--- config.mk ---
export PLATFORM = sky130hd
export DESIGN_NAME = frag_tlb
export DESIGN_NICKNAME = d
export VERILOG_FILES = /design/src/rtl/frag_tlb_pkg.sv /design/src/rtl/frag_tlb_cam.sv /design/src/rtl/frag_tlb_alloc.sv /design/src/rtl/frag_tlb_resp.sv /design/src/rtl/frag_tlb.sv
export SDC_FILE = /design/constraint.sdc
export NUM_CORES = 1
export LEC_CHECK = 0
export BUFFER_PORTS_ARGS = -buffer_cell sky130_fd_sc_hd__buf_4
export CAP_MARGIN = 20
export CORE_MARGIN = 10
export CORE_UTILIZATION = 30
export DETAILED_ROUTE_END_ITERATION = 16
export PLACE_DENSITY = 0.43
export SKIP_LAST_GASP = 1
export SLEW_MARGIN = 5
export SYNTH_ARGS = -nofsm -noshare
export SYNTH_HDL_FRONTEND = slang
export SYNTH_SLANG_ARGS = --single-unit
--- constraint.sdc ---
create_clock -name clk -period 10.2 [get_ports clk]
set_input_delay 1.53 -clock clk [delete_from_list [all_inputs] [get_ports clk]]
set_output_delay 1.53 -clock clk [all_outputs]
set_load 0.05 [all_outputs]
--- src/rtl/frag_tlb_pkg.sv ---
package frag_tlb_pkg;

    localparam int PG_SH    = 12;          // base page shift
    localparam int FRAG_W   = 3;           // fragment code width
    localparam int FRAG_LSB = 7;           // fragment code position in entry
    localparam int MASK_W   = 1 << FRAG_W; // widest low-page mask
    localparam int BIT_VLD  = 0;
    localparam int BIT_SYS  = 1;
    localparam int BIT_RD   = 5;
    localparam int BIT_WR   = 6;
    localparam int PPN_LSB  = 12;

    typedef struct packed {
        logic sys;
        logic rd;
        logic wr;
    } perm_t;

    function automatic logic [FRAG_W-1:0] eff_frag(input logic [FRAG_W-1:0] code,
                                                   input logic en);
        return en ? code : '0;
    endfunction

    // low page-number bits that lie inside the fragment
    function automatic logic [MASK_W-1:0] frag_lo_mask(input logic [FRAG_W-1:0] code);
        logic [MASK_W:0] one_hot;
        one_hot = (MASK_W+1)'(1) << code;
        return MASK_W'(one_hot - (MASK_W+1)'(1));
    endfunction

endpackage

--- src/rtl/frag_tlb_cam.sv ---
module frag_tlb_cam
    import frag_tlb_pkg::*;
#(
    parameter int ENTRIES = 8,
    parameter int VPN_W   = 20,
    parameter int PPN_W   = 28,
    parameter int IDX_W   = 3
) (
    input  logic                           clk,
    input  logic                           rst,
    input  logic                           inval,
    input  logic                           frag_en,
    input  logic                           wr_en,
    input  logic [IDX_W-1:0]               wr_idx,
    input  logic [VPN_W-1:0]               wr_vpn,
    input  logic [PPN_W-1:0]               wr_ppn,
    input  logic [FRAG_W-1:0]              wr_frag,
    input  perm_t                          wr_perm,
    input  logic [VPN_W-1:0]               lk_vpn,
    output logic [ENTRIES-1:0]             hit_vec,
    output logic [ENTRIES-1:0][PPN_W-1:0]  ent_ppn,
    output logic [ENTRIES-1:0][FRAG_W-1:0] ent_frag,
    output perm_t [ENTRIES-1:0]            ent_perm
);

    for (genvar e = 0; e < ENTRIES; e++) begin : g_slot
        logic              vld_q;
        logic [VPN_W-1:0]  tag_q;
        logic [PPN_W-1:0]  ppn_q;
        logic [FRAG_W-1:0] frag_q;
        perm_t             perm_q;
        logic              sel_w;
        logic [VPN_W-1:0]  lo_m;

        assign sel_w = wr_en && (wr_idx == IDX_W'(e));

        always_ff @(posedge clk) begin
            if (rst || inval) begin
                vld_q <= 1'b0;
            end else if (sel_w) begin
                vld_q <= 1'b1;
            end
        end

        always_ff @(posedge clk) begin
            if (sel_w && !inval) begin
                tag_q  <= wr_vpn;
                ppn_q  <= wr_ppn;
                frag_q <= wr_frag;
                perm_q <= wr_perm;
            end
        end

        assign lo_m       = VPN_W'(frag_lo_mask(eff_frag(frag_q, frag_en)));
        assign hit_vec[e] = vld_q && (((tag_q ^ lk_vpn) & ~lo_m) == '0);
        assign ent_ppn[e]  = ppn_q;
        assign ent_frag[e] = frag_q;
        assign ent_perm[e] = perm_q;
    end

endmodule

--- src/rtl/frag_tlb_alloc.sv ---
module frag_tlb_alloc #(
    parameter int ENTRIES = 8,
    parameter int IDX_W   = 3
) (
    input  logic             clk,
    input  logic             rst,
    input  logic             inval,
    input  logic             adv,
    output logic [IDX_W-1:0] ptr
);

    always_ff @(posedge clk) begin
        if (rst || inval) begin
            ptr <= '0;
        end else if (adv) begin
            ptr <= (ptr == IDX_W'(ENTRIES - 1)) ? '0 : ptr + IDX_W'(1);
        end
    end

endmodule

--- src/rtl/frag_tlb_resp.sv ---
module frag_tlb_resp
    import frag_tlb_pkg::*;
#(
    parameter int ENTRIES = 8,
    parameter int VPN_W   = 20,
    parameter int PPN_W   = 28,
    parameter int IDX_W   = 3
) (
    input  logic                           clk,
    input  logic                           rst,
    input  logic                           req_vld,
    input  logic                           inval,
    input  logic                           frag_en,
    input  logic [VPN_W-1:0]               lk_vpn,
    input  logic [PG_SH-1:0]               lk_off,
    input  logic [ENTRIES-1:0]             hit_vec,
    input  logic [ENTRIES-1:0][PPN_W-1:0]  ent_ppn,
    input  logic [ENTRIES-1:0][FRAG_W-1:0] ent_frag,
    input  perm_t [ENTRIES-1:0]            ent_perm,
    output logic                           resp_vld,
    output logic                           resp_hit,
    output logic [PPN_W+PG_SH-1:0]         resp_pa,
    output perm_t                          resp_perm
);

    logic             any_hit;
    logic [IDX_W-1:0] sel;
    logic [VPN_W-1:0] lo_m;
    logic [PPN_W-1:0] page;

    // lowest matching slot wins: scan downward so it is assigned last
    always_comb begin
        any_hit = 1'b0;
        sel     = '0;
        for (int e = ENTRIES - 1; e >= 0; e--) begin
            if (hit_vec[e]) begin
                any_hit = 1'b1;
                sel     = IDX_W'(e);
            end
        end
    end

    assign lo_m = VPN_W'(frag_lo_mask(eff_frag(ent_frag[sel], frag_en)));
    assign page = (ent_ppn[sel] & ~PPN_W'(lo_m)) | PPN_W'(lk_vpn & lo_m);

    always_ff @(posedge clk) begin
        if (rst) begin
            resp_vld  <= 1'b0;
            resp_hit  <= 1'b0;
            resp_pa   <= '0;
            resp_perm <= '0;
        end else begin
            resp_vld <= req_vld;
            if (req_vld && any_hit && !inval) begin
                resp_hit  <= 1'b1;
                resp_pa   <= {page, lk_off};
                resp_perm <= ent_perm[sel];
            end else begin
                resp_hit  <= 1'b0;
                resp_pa   <= '0;
                resp_perm <= '0;
            end
        end
    end

endmodule

--- src/rtl/frag_tlb.sv ---
module frag_tlb
    import frag_tlb_pkg::*;
#(
    parameter int ENTRIES = 8,
    parameter int VA_W    = 32,
    parameter int PA_W    = 40,
    localparam int VPN_W  = VA_W - PG_SH,
    localparam int PPN_W  = PA_W - PG_SH,
    localparam int PTE_W  = PPN_LSB + PPN_W,
    localparam int IDX_W  = (ENTRIES > 1) ? $clog2(ENTRIES) : 1
) (
    input  logic             clk,
    input  logic             rst,
    input  logic             frag_en,
    input  logic             lkup_vld,
    input  logic [VA_W-1:0]  lkup_va,
    input  logic             fill_vld,
    input  logic [VA_W-1:0]  fill_va,
    input  logic [PTE_W-1:0] fill_pte,
    input  logic             inval_all,
    output logic             resp_vld,
    output logic             resp_hit,
    output logic [PA_W-1:0]  resp_pa,
    output logic             resp_rd,
    output logic             resp_wr,
    output logic             resp_sys
);

    logic                           fill_take;
    logic [IDX_W-1:0]               wr_ptr;
    perm_t                          fill_perm;
    perm_t                          out_perm;
    logic [ENTRIES-1:0]             hit_vec;
    logic [ENTRIES-1:0][PPN_W-1:0]  ent_ppn;
    logic [ENTRIES-1:0][FRAG_W-1:0] ent_frag;
    perm_t [ENTRIES-1:0]            ent_perm;

    assign fill_take = fill_vld && fill_pte[BIT_VLD] && !inval_all;
    assign fill_perm = '{sys: fill_pte[BIT_SYS], rd: fill_pte[BIT_RD], wr: fill_pte[BIT_WR]};

    frag_tlb_alloc #(.ENTRIES(ENTRIES), .IDX_W(IDX_W)) u_alloc (
        .clk   (clk),
        .rst   (rst),
        .inval (inval_all),
        .adv   (fill_take),
        .ptr   (wr_ptr)
    );

    frag_tlb_cam #(.ENTRIES(ENTRIES), .VPN_W(VPN_W), .PPN_W(PPN_W), .IDX_W(IDX_W)) u_cam (
        .clk      (clk),
        .rst      (rst),
        .inval    (inval_all),
        .frag_en  (frag_en),
        .wr_en    (fill_take),
        .wr_idx   (wr_ptr),
        .wr_vpn   (fill_va[VA_W-1:PG_SH]),
        .wr_ppn   (fill_pte[PPN_LSB +: PPN_W]),
        .wr_frag  (fill_pte[FRAG_LSB +: FRAG_W]),
        .wr_perm  (fill_perm),
        .lk_vpn   (lkup_va[VA_W-1:PG_SH]),
        .hit_vec  (hit_vec),
        .ent_ppn  (ent_ppn),
        .ent_frag (ent_frag),
        .ent_perm (ent_perm)
    );

    frag_tlb_resp #(.ENTRIES(ENTRIES), .VPN_W(VPN_W), .PPN_W(PPN_W), .IDX_W(IDX_W)) u_resp (
        .clk       (clk),
        .rst       (rst),
        .req_vld   (lkup_vld),
        .inval     (inval_all),
        .frag_en   (frag_en),
        .lk_vpn    (lkup_va[VA_W-1:PG_SH]),
        .lk_off    (lkup_va[PG_SH-1:0]),
        .hit_vec   (hit_vec),
        .ent_ppn   (ent_ppn),
        .ent_frag  (ent_frag),
        .ent_perm  (ent_perm),
        .resp_vld  (resp_vld),
        .resp_hit  (resp_hit),
        .resp_pa   (resp_pa),
        .resp_perm (out_perm)
    );

    assign resp_rd  = out_perm.rd;
    assign resp_wr  = out_perm.wr;
    assign resp_sys = out_perm.sys;

endmodule

After elaboration in Yosys (flattened, before gate mapping):

Index checks and enable logic that the tools add are counted.

* bits in latches: 0
* ROM bits: 0
* bits of input ports: 110
* word-level logic and storage cells: 192
* memories kept: 0
* memory bits (writable): 0
* flip-flop bits (word level): 488
* output and inout bits: 45

* add/sub/neg operators: 10
* div/mod/pow operators: 0
* eq/ne operators: 7
* reduce and logical (&&, ||, !) cells: 40
* $lt $le $gt $ge: 1
* multiply operators: 0
* bitwise gates (word level): 29
* muxes and demuxes: 33
* shifts and indexed selects: 9

Operators by type and width (number)
* AND 20 bit: 8
* logical NOT 20 bit: 8
* inverter 8 -> 20 bit: 8
* bitwise XOR 20 bit: 8
* binary-select mux 28 bit (select 3 bit): 1
* << shifter 1 x 3 -> 8 bit (first input constant): 9
* subtractor 8 x 1 -> 8 bit (second input constant): 9
* two-way mux 3 bit: 20
* AND 28 bit: 1
* logical AND 1 bit: 28
* two-way mux 28 bit: 1
* inverter 8 -> 28 bit: 1
* OR 28 bit: 1
* AND 20 x 8 -> 20 bit: 1
* binary-select mux 3 bit (select 3 bit): 2
* == test 3 bit (second input constant): 4
* two-way mux 1 bit: 9
* == test 3 x 2 -> 1 bit (second input constant): 2
* < comparator 3 x 4 -> 1 bit (second input constant): 1
* adder 3 x 1 -> 3 bit (second input constant): 1
* == test 3 x 1 -> 1 bit (second input constant): 1
* logical NOT 3 bit: 1
* OR reduction 2 bit: 1
* logical NOT 1 bit: 1
* other kinds (2): 2

Logic depth before layout (Yosys ltp):

* depth after elaboration: 23
* depth in mapped cells: 24

By module:

A second synthesis with hierarchy kept.

* cell total of the unflattened synthesis: 1518
* area, all modules: 20219.4 um2

By module, submodules not included
* frag_tlb_cam: instances 1, cells each 861, area each 16208.0 um2, seq. area each 13132.6 um2
* frag_tlb_resp: instances 1, cells each 643, area each 3853.7 um2, seq. area each 900.9 um2
* frag_tlb_alloc: instances 1, cells each 13, area each 148.9 um2, seq. area each 60.1 um2
* frag_tlb: instances 1, cells each 1, area each 8.8 um2, seq. area each 0.0 um2

Worst setup path after synthesis:

No wires, ideal clock.

* kind: input -> register
* start: in frag_en
* end: reg u_resp.resp_pa[14]
* data required time: 10.068 ns
* buffers on the path: 7
* cell stages on the path: 23
* library setup time: 0.132 ns
* slack: 3.399 ns
* arrival time: 6.669 ns
* cell sequence: buf_2 > buf_2 > buf_2 > buf_2 > buf_1 > nand4_1 > ha_1 > or3b_1 > a211oi_2 > nor2_1 > a2111o_1 > and3b_4 > a211oi_4 > buf_6 > mux2i_1 > mux2_2 > o21ai_4 > or3_1 > ha_1 > clkbuf_1 > or4_1 > a21oi_1 > nor3b_2

* cells in the longest elaborated chain, start to end: 23
* elaborated cells between the ends (all ways): 87
* those cells by class: 9 x add/sub; 9 x shift; 29 x mux; 21 x bitwise; 19 x reduce/logical

RTL lines
* start, declared: RTL line frag_tlb.sv:14 `input logic frag_en,`
* two-way mux 3 bit: RTL line frag_tlb_pkg.sv:21 `return en ? code : '0;`
* << shifter 1 x 3 -> 8 bit: RTL line frag_tlb_pkg.sv:27 `one_hot = (MASK_W+1)'(1) << code;`
* subtractor 8 x 1 -> 8 bit: RTL line frag_tlb_pkg.sv:28 `return MASK_W'(one_hot - (MASK_W+1)'(1));`
* inverter 8 -> 20 bit: RTL line frag_tlb_cam.sv:55 `assign hit_vec[e] = vld_q && (((tag_q ^ lk_vpn) & ~lo_m) == '0);`
* AND 20 bit: RTL line frag_tlb_cam.sv:55
* logical NOT 20 bit: RTL line frag_tlb_cam.sv:55
* logical AND 1 bit: RTL line frag_tlb_cam.sv:55
* two-way mux 3 bit (8 in series): RTL line frag_tlb_resp.sv:36 `if (hit_vec[e]) begin`
* binary-select mux 3 bit (select 3 bit): RTL line frag_tlb_resp.sv:43 `assign lo_m = VPN_W'(frag_lo_mask(eff_frag(ent_frag[sel], frag_en)));`
* two-way mux 3 bit (not written as such): RTL line frag_tlb_resp.sv:43
* two-way mux 3 bit: RTL line frag_tlb_pkg.sv:21
* << shifter 1 x 3 -> 8 bit: RTL line frag_tlb_pkg.sv:27
* subtractor 8 x 1 -> 8 bit: RTL line frag_tlb_pkg.sv:28
* inverter 8 -> 28 bit: RTL line frag_tlb_resp.sv:44 `assign page = (ent_ppn[sel] & ~PPN_W'(lo_m)) | PPN_W'(lk_vpn & lo_m);`
* AND 28 bit: RTL line frag_tlb_resp.sv:44
* OR 28 bit: RTL line frag_tlb_resp.sv:44
* end signal, assigned: RTL line frag_tlb_resp.sv:56 `resp_pa <= {page, lk_off};`
* end, declared: RTL line frag_tlb_resp.sv:22 `output logic [PPN_W+PG_SH-1:0] resp_pa,`

Parallel ways exist; a longest one is shown, timed or not. The select of a mux whose other input is x is not followed.
A chain may end at the register's enable or synchronous reset.

Worst setup path in the final report:

Same ends and word-level chain as after synthesis.

==> metrics.yaml <==
global_routing:
  overflow: 0
  met2_usage: 0.235
  grt_busiest_layer: "met2"
  antenna_found_initial: 6
  grt_start_max_net_pins: 131
  grt_use_met1: 0.178
  grt_pass1_wl_mm: 83.9
  grt_use_met3: 0.0299
  grt_pass1_vias: 12500
  grt_util_all_layers: 0.139
clock_network:
  cts_setup_buffers: 0
  cts_hold_buffers: 0
  clk_pin_slew_worst_paths_ps: 60
  cts_sinks: 488
  clock_path_buffers: 3
  post_cts_resized: 0
  numCtsBuffers: 56
  cts_tree: "done"
  cts-root-buf: "clkbuf_16"
  clock_latency_ps: 610
  htree_levels: 2
yosys:
  synth-async-reset-ratio: 0
  syn_area_per_cell_um2: 14.5
  seq_area_frac_synth: 0.680
  yosysMostFrequentCell: "edfxtp_1"
  synth-edff-count: 432
  yosysUniqueCellTypes: 70
  synth.top_cells.by_area: "edfxtp_1, dfxtp_1, mux2i_1"
  yosysTopAreaCell: "edfxtp_1"
  yosysWarnings: 0
  ys_ff_latch: 488
  synth_common_cells: "edfxtp_1, xor2_1, mux2i_1"
  syn_nets: 1556
  syn-cell-area_um2: 20700
  netlist_instances: 1431
  synth_ff_type: "edfxtp_1"
  synth_top_cell_area_share: 0.626
floorplan:
  die_area_um2: 80000
  die_y_um: 283
  initial_core_util: 0.302
  die_x_um: 283
  core_area_um2: 68600
  rows: 96
  io_pins: 155
timing:
  hold_viol_final: 0
  drv_slew: 0
  hold_ws_ps: 460
  post-route-min-period_ps: 6620
  final.period_utilization: 0.649
  rsz0062_at_grt: "false"
  tightest_slew_ps: 1240
  setup_viol: 0
  finalSetupTns_ps: 0
  clock_skew_ps: 23.4
  relSlewSlack: 0.173
  fmax_mhz: 151
drt:
  num_vias: 12100
  routedWlPerCell_um: 22.5
  wl_mm: 57.1
  drc: 0
  routed_via_density: 4.75
  drt_iter0_drc: 861
  final_antenna_net_count: 0
  first_pass_iters: 7
setup_path:
  reg2reg_setup_slack_ps: 4400
  ff2ff_path_depth: 17
  critPathCapture: "u_resp.resp_pa[14]$_SDFF_PP0_"
  arrival_ps: 7070
  cp_max_fo: 130
  cp.required_ps: 10650
  cp-end-kind: "flip-flop"
  critical_path_class: "in2reg"
  critPathLaunchType: "primary input"
  r2r-start: "u_cam.g_slot[4].frag_q[0]$_DFFE_PP_"
  r2r-end: "u_resp.resp_pa[14]$_SDFF_PP0_"
  cp-startpoint: "frag_en"
layout:
  n_antenna_cell: 0
  fillers: 6536
  fin_util: 0.360
  fin_area_um2: 24700
  fin_nets: 1690
  drive_gt1_frac: 0.181
  area_growth_pct: 19.1
run_status:
  status: "finished, final reports clean"
power_and_ir_drop:
  totalPowerFinal_mw: 4.49
  power_density_nw_per_um2: 182
  p_leak_nw: 8.95
  ir_drop_uv: 96.8
placement:
  dpl_cell_area_um2: 22700
  hpwlAfterDp_mm: 34.3
  io_buffers: 137
  gp_congestion: 0.816
hold_path:
  hold_class: "reg2reg"
run:
  cap_violations: 0
[power breakdown]
part / switching [mW] / internal [mW]
Clock: 0.807 / 1.32
Sequential: 0.00292 / 2.18
Combinational: 0.113 / 0.0626
[worst max-delay path, cell delays in order]
cell and delay, ps:
buf_4 450, nand4_1 180, ha_1 300, or3b_1 400, a211oi_2 310, nor2_1 80
a2111o_1 430, and3b_4 200, a211oi_4 270, buf_12 470, mux2i_1 300, mux2_2 200
o21ai_1 150, or3_1 470, ha_1 360, or4_1 600, a21oi_1 200, nor3b_2 60
[per-stage QoR]
| stage | setup WS (ps) | instances |
|---|---|---|
| 3_3_place_gp | 2820 | 2437 |
| 5_1_grt | 3180 | 2542 |
| 6_report | 3580 | 2542 |
| 2_1_floorplan | 3400 | 1431 |
| 4_1_cts | 3360 | 2541 |
| 3_5_place_dp | 2740 | 2437 |
[flip-flops by register name, indices dropped and copies added, names as in the netlist]
register / cells
u_resp.resp_pa: 40
u_cam.g_slot.vld_q: 8
u_cam.g_slot.tag_q: 160
u_cam.ent_perm: 24
u_alloc.ptr: 3
u_resp.resp_vld: 1
u_cam.g_slot.ppn_q: 224
u_cam.g_slot.frag_q: 24
u_resp.resp_perm: 3
u_resp.resp_hit: 1
[final cells by class]
type	count	area (um^2)	area share
sequential	488	14100	0.571
multi-input combinational	857	6310	0.255
clock buffer	77	1560	0.0632
tap	931	1160	0.0472
timing repair buffer	145	1110	0.0449
clock inverter	27	393	0.0159
inverter	17	63.8	0.00258
[kinds of logic after synthesis]
kind of cell,count (synthesis),synth area share
XOR/XNOR,167,0.0705
multiplexers,136,0.0679
AND/OR/NAND/NOR,345,0.0854
buffers and inverters,86,0.0188
AO/OA/AOI/OAI,194,0.0687
flip-flops,488,0.680
adder cells (fa/ha/maj),15,0.00905
[layout by cell type, fill, tap and decap left out, drive strengths merged, types with 18 or more instances in the layout]
cell,netlist,layout
edfxtp,432,432
buf,36,145
xor2,106,106
mux2i,98,98
nor2,92,92
nand2,91,91
clkbuf,33,77
xnor2,61,61
dfxtp,56,56
a211oi,41,41
mux2,38,38
nor4,33,33
a31oi,28,28
a21oi,26,26
o21ai,26,26
nand3,25,25
and2,24,24
nand4,20,20
inv,17,18
[worst min-delay path by stage]
stage	start	slack, ps	endpoint	cells after the start
6_report	u_cam.g_slot[0].vld_q$_SDFFE_PP0P_	460	u_cam.g_slot[0].vld_q$_SDFFE_PP0P_	1
4_1_cts	u_cam.g_slot[0].vld_q$_SDFFE_PP0P_	460	u_cam.g_slot[0].vld_q$_SDFFE_PP0P_	1
3_5_place_dp	u_cam.g_slot[0].vld_q$_SDFFE_PP0P_	450	u_cam.g_slot[0].vld_q$_SDFFE_PP0P_	1
5_1_grt	u_cam.g_slot[5].vld_q$_SDFFE_PP0P_	490	u_cam.g_slot[5].vld_q$_SDFFE_PP0P_	1
2_1_floorplan	u_cam.g_slot[0].vld_q$_SDFFE_PP0P_	430	u_cam.g_slot[0].vld_q$_SDFFE_PP0P_	1
3_3_place_gp	u_cam.g_slot[0].vld_q$_SDFFE_PP0P_	440	u_cam.g_slot[0].vld_q$_SDFFE_PP0P_	1
[routing by layer]
metal,share of wire,vias up
li1,-,5715
met1,0.45,6036
met2,0.49,236
met3,0.045,85
met4,0.019,10
met5,0.0013,-
Power figures use the tool's default switching activity.
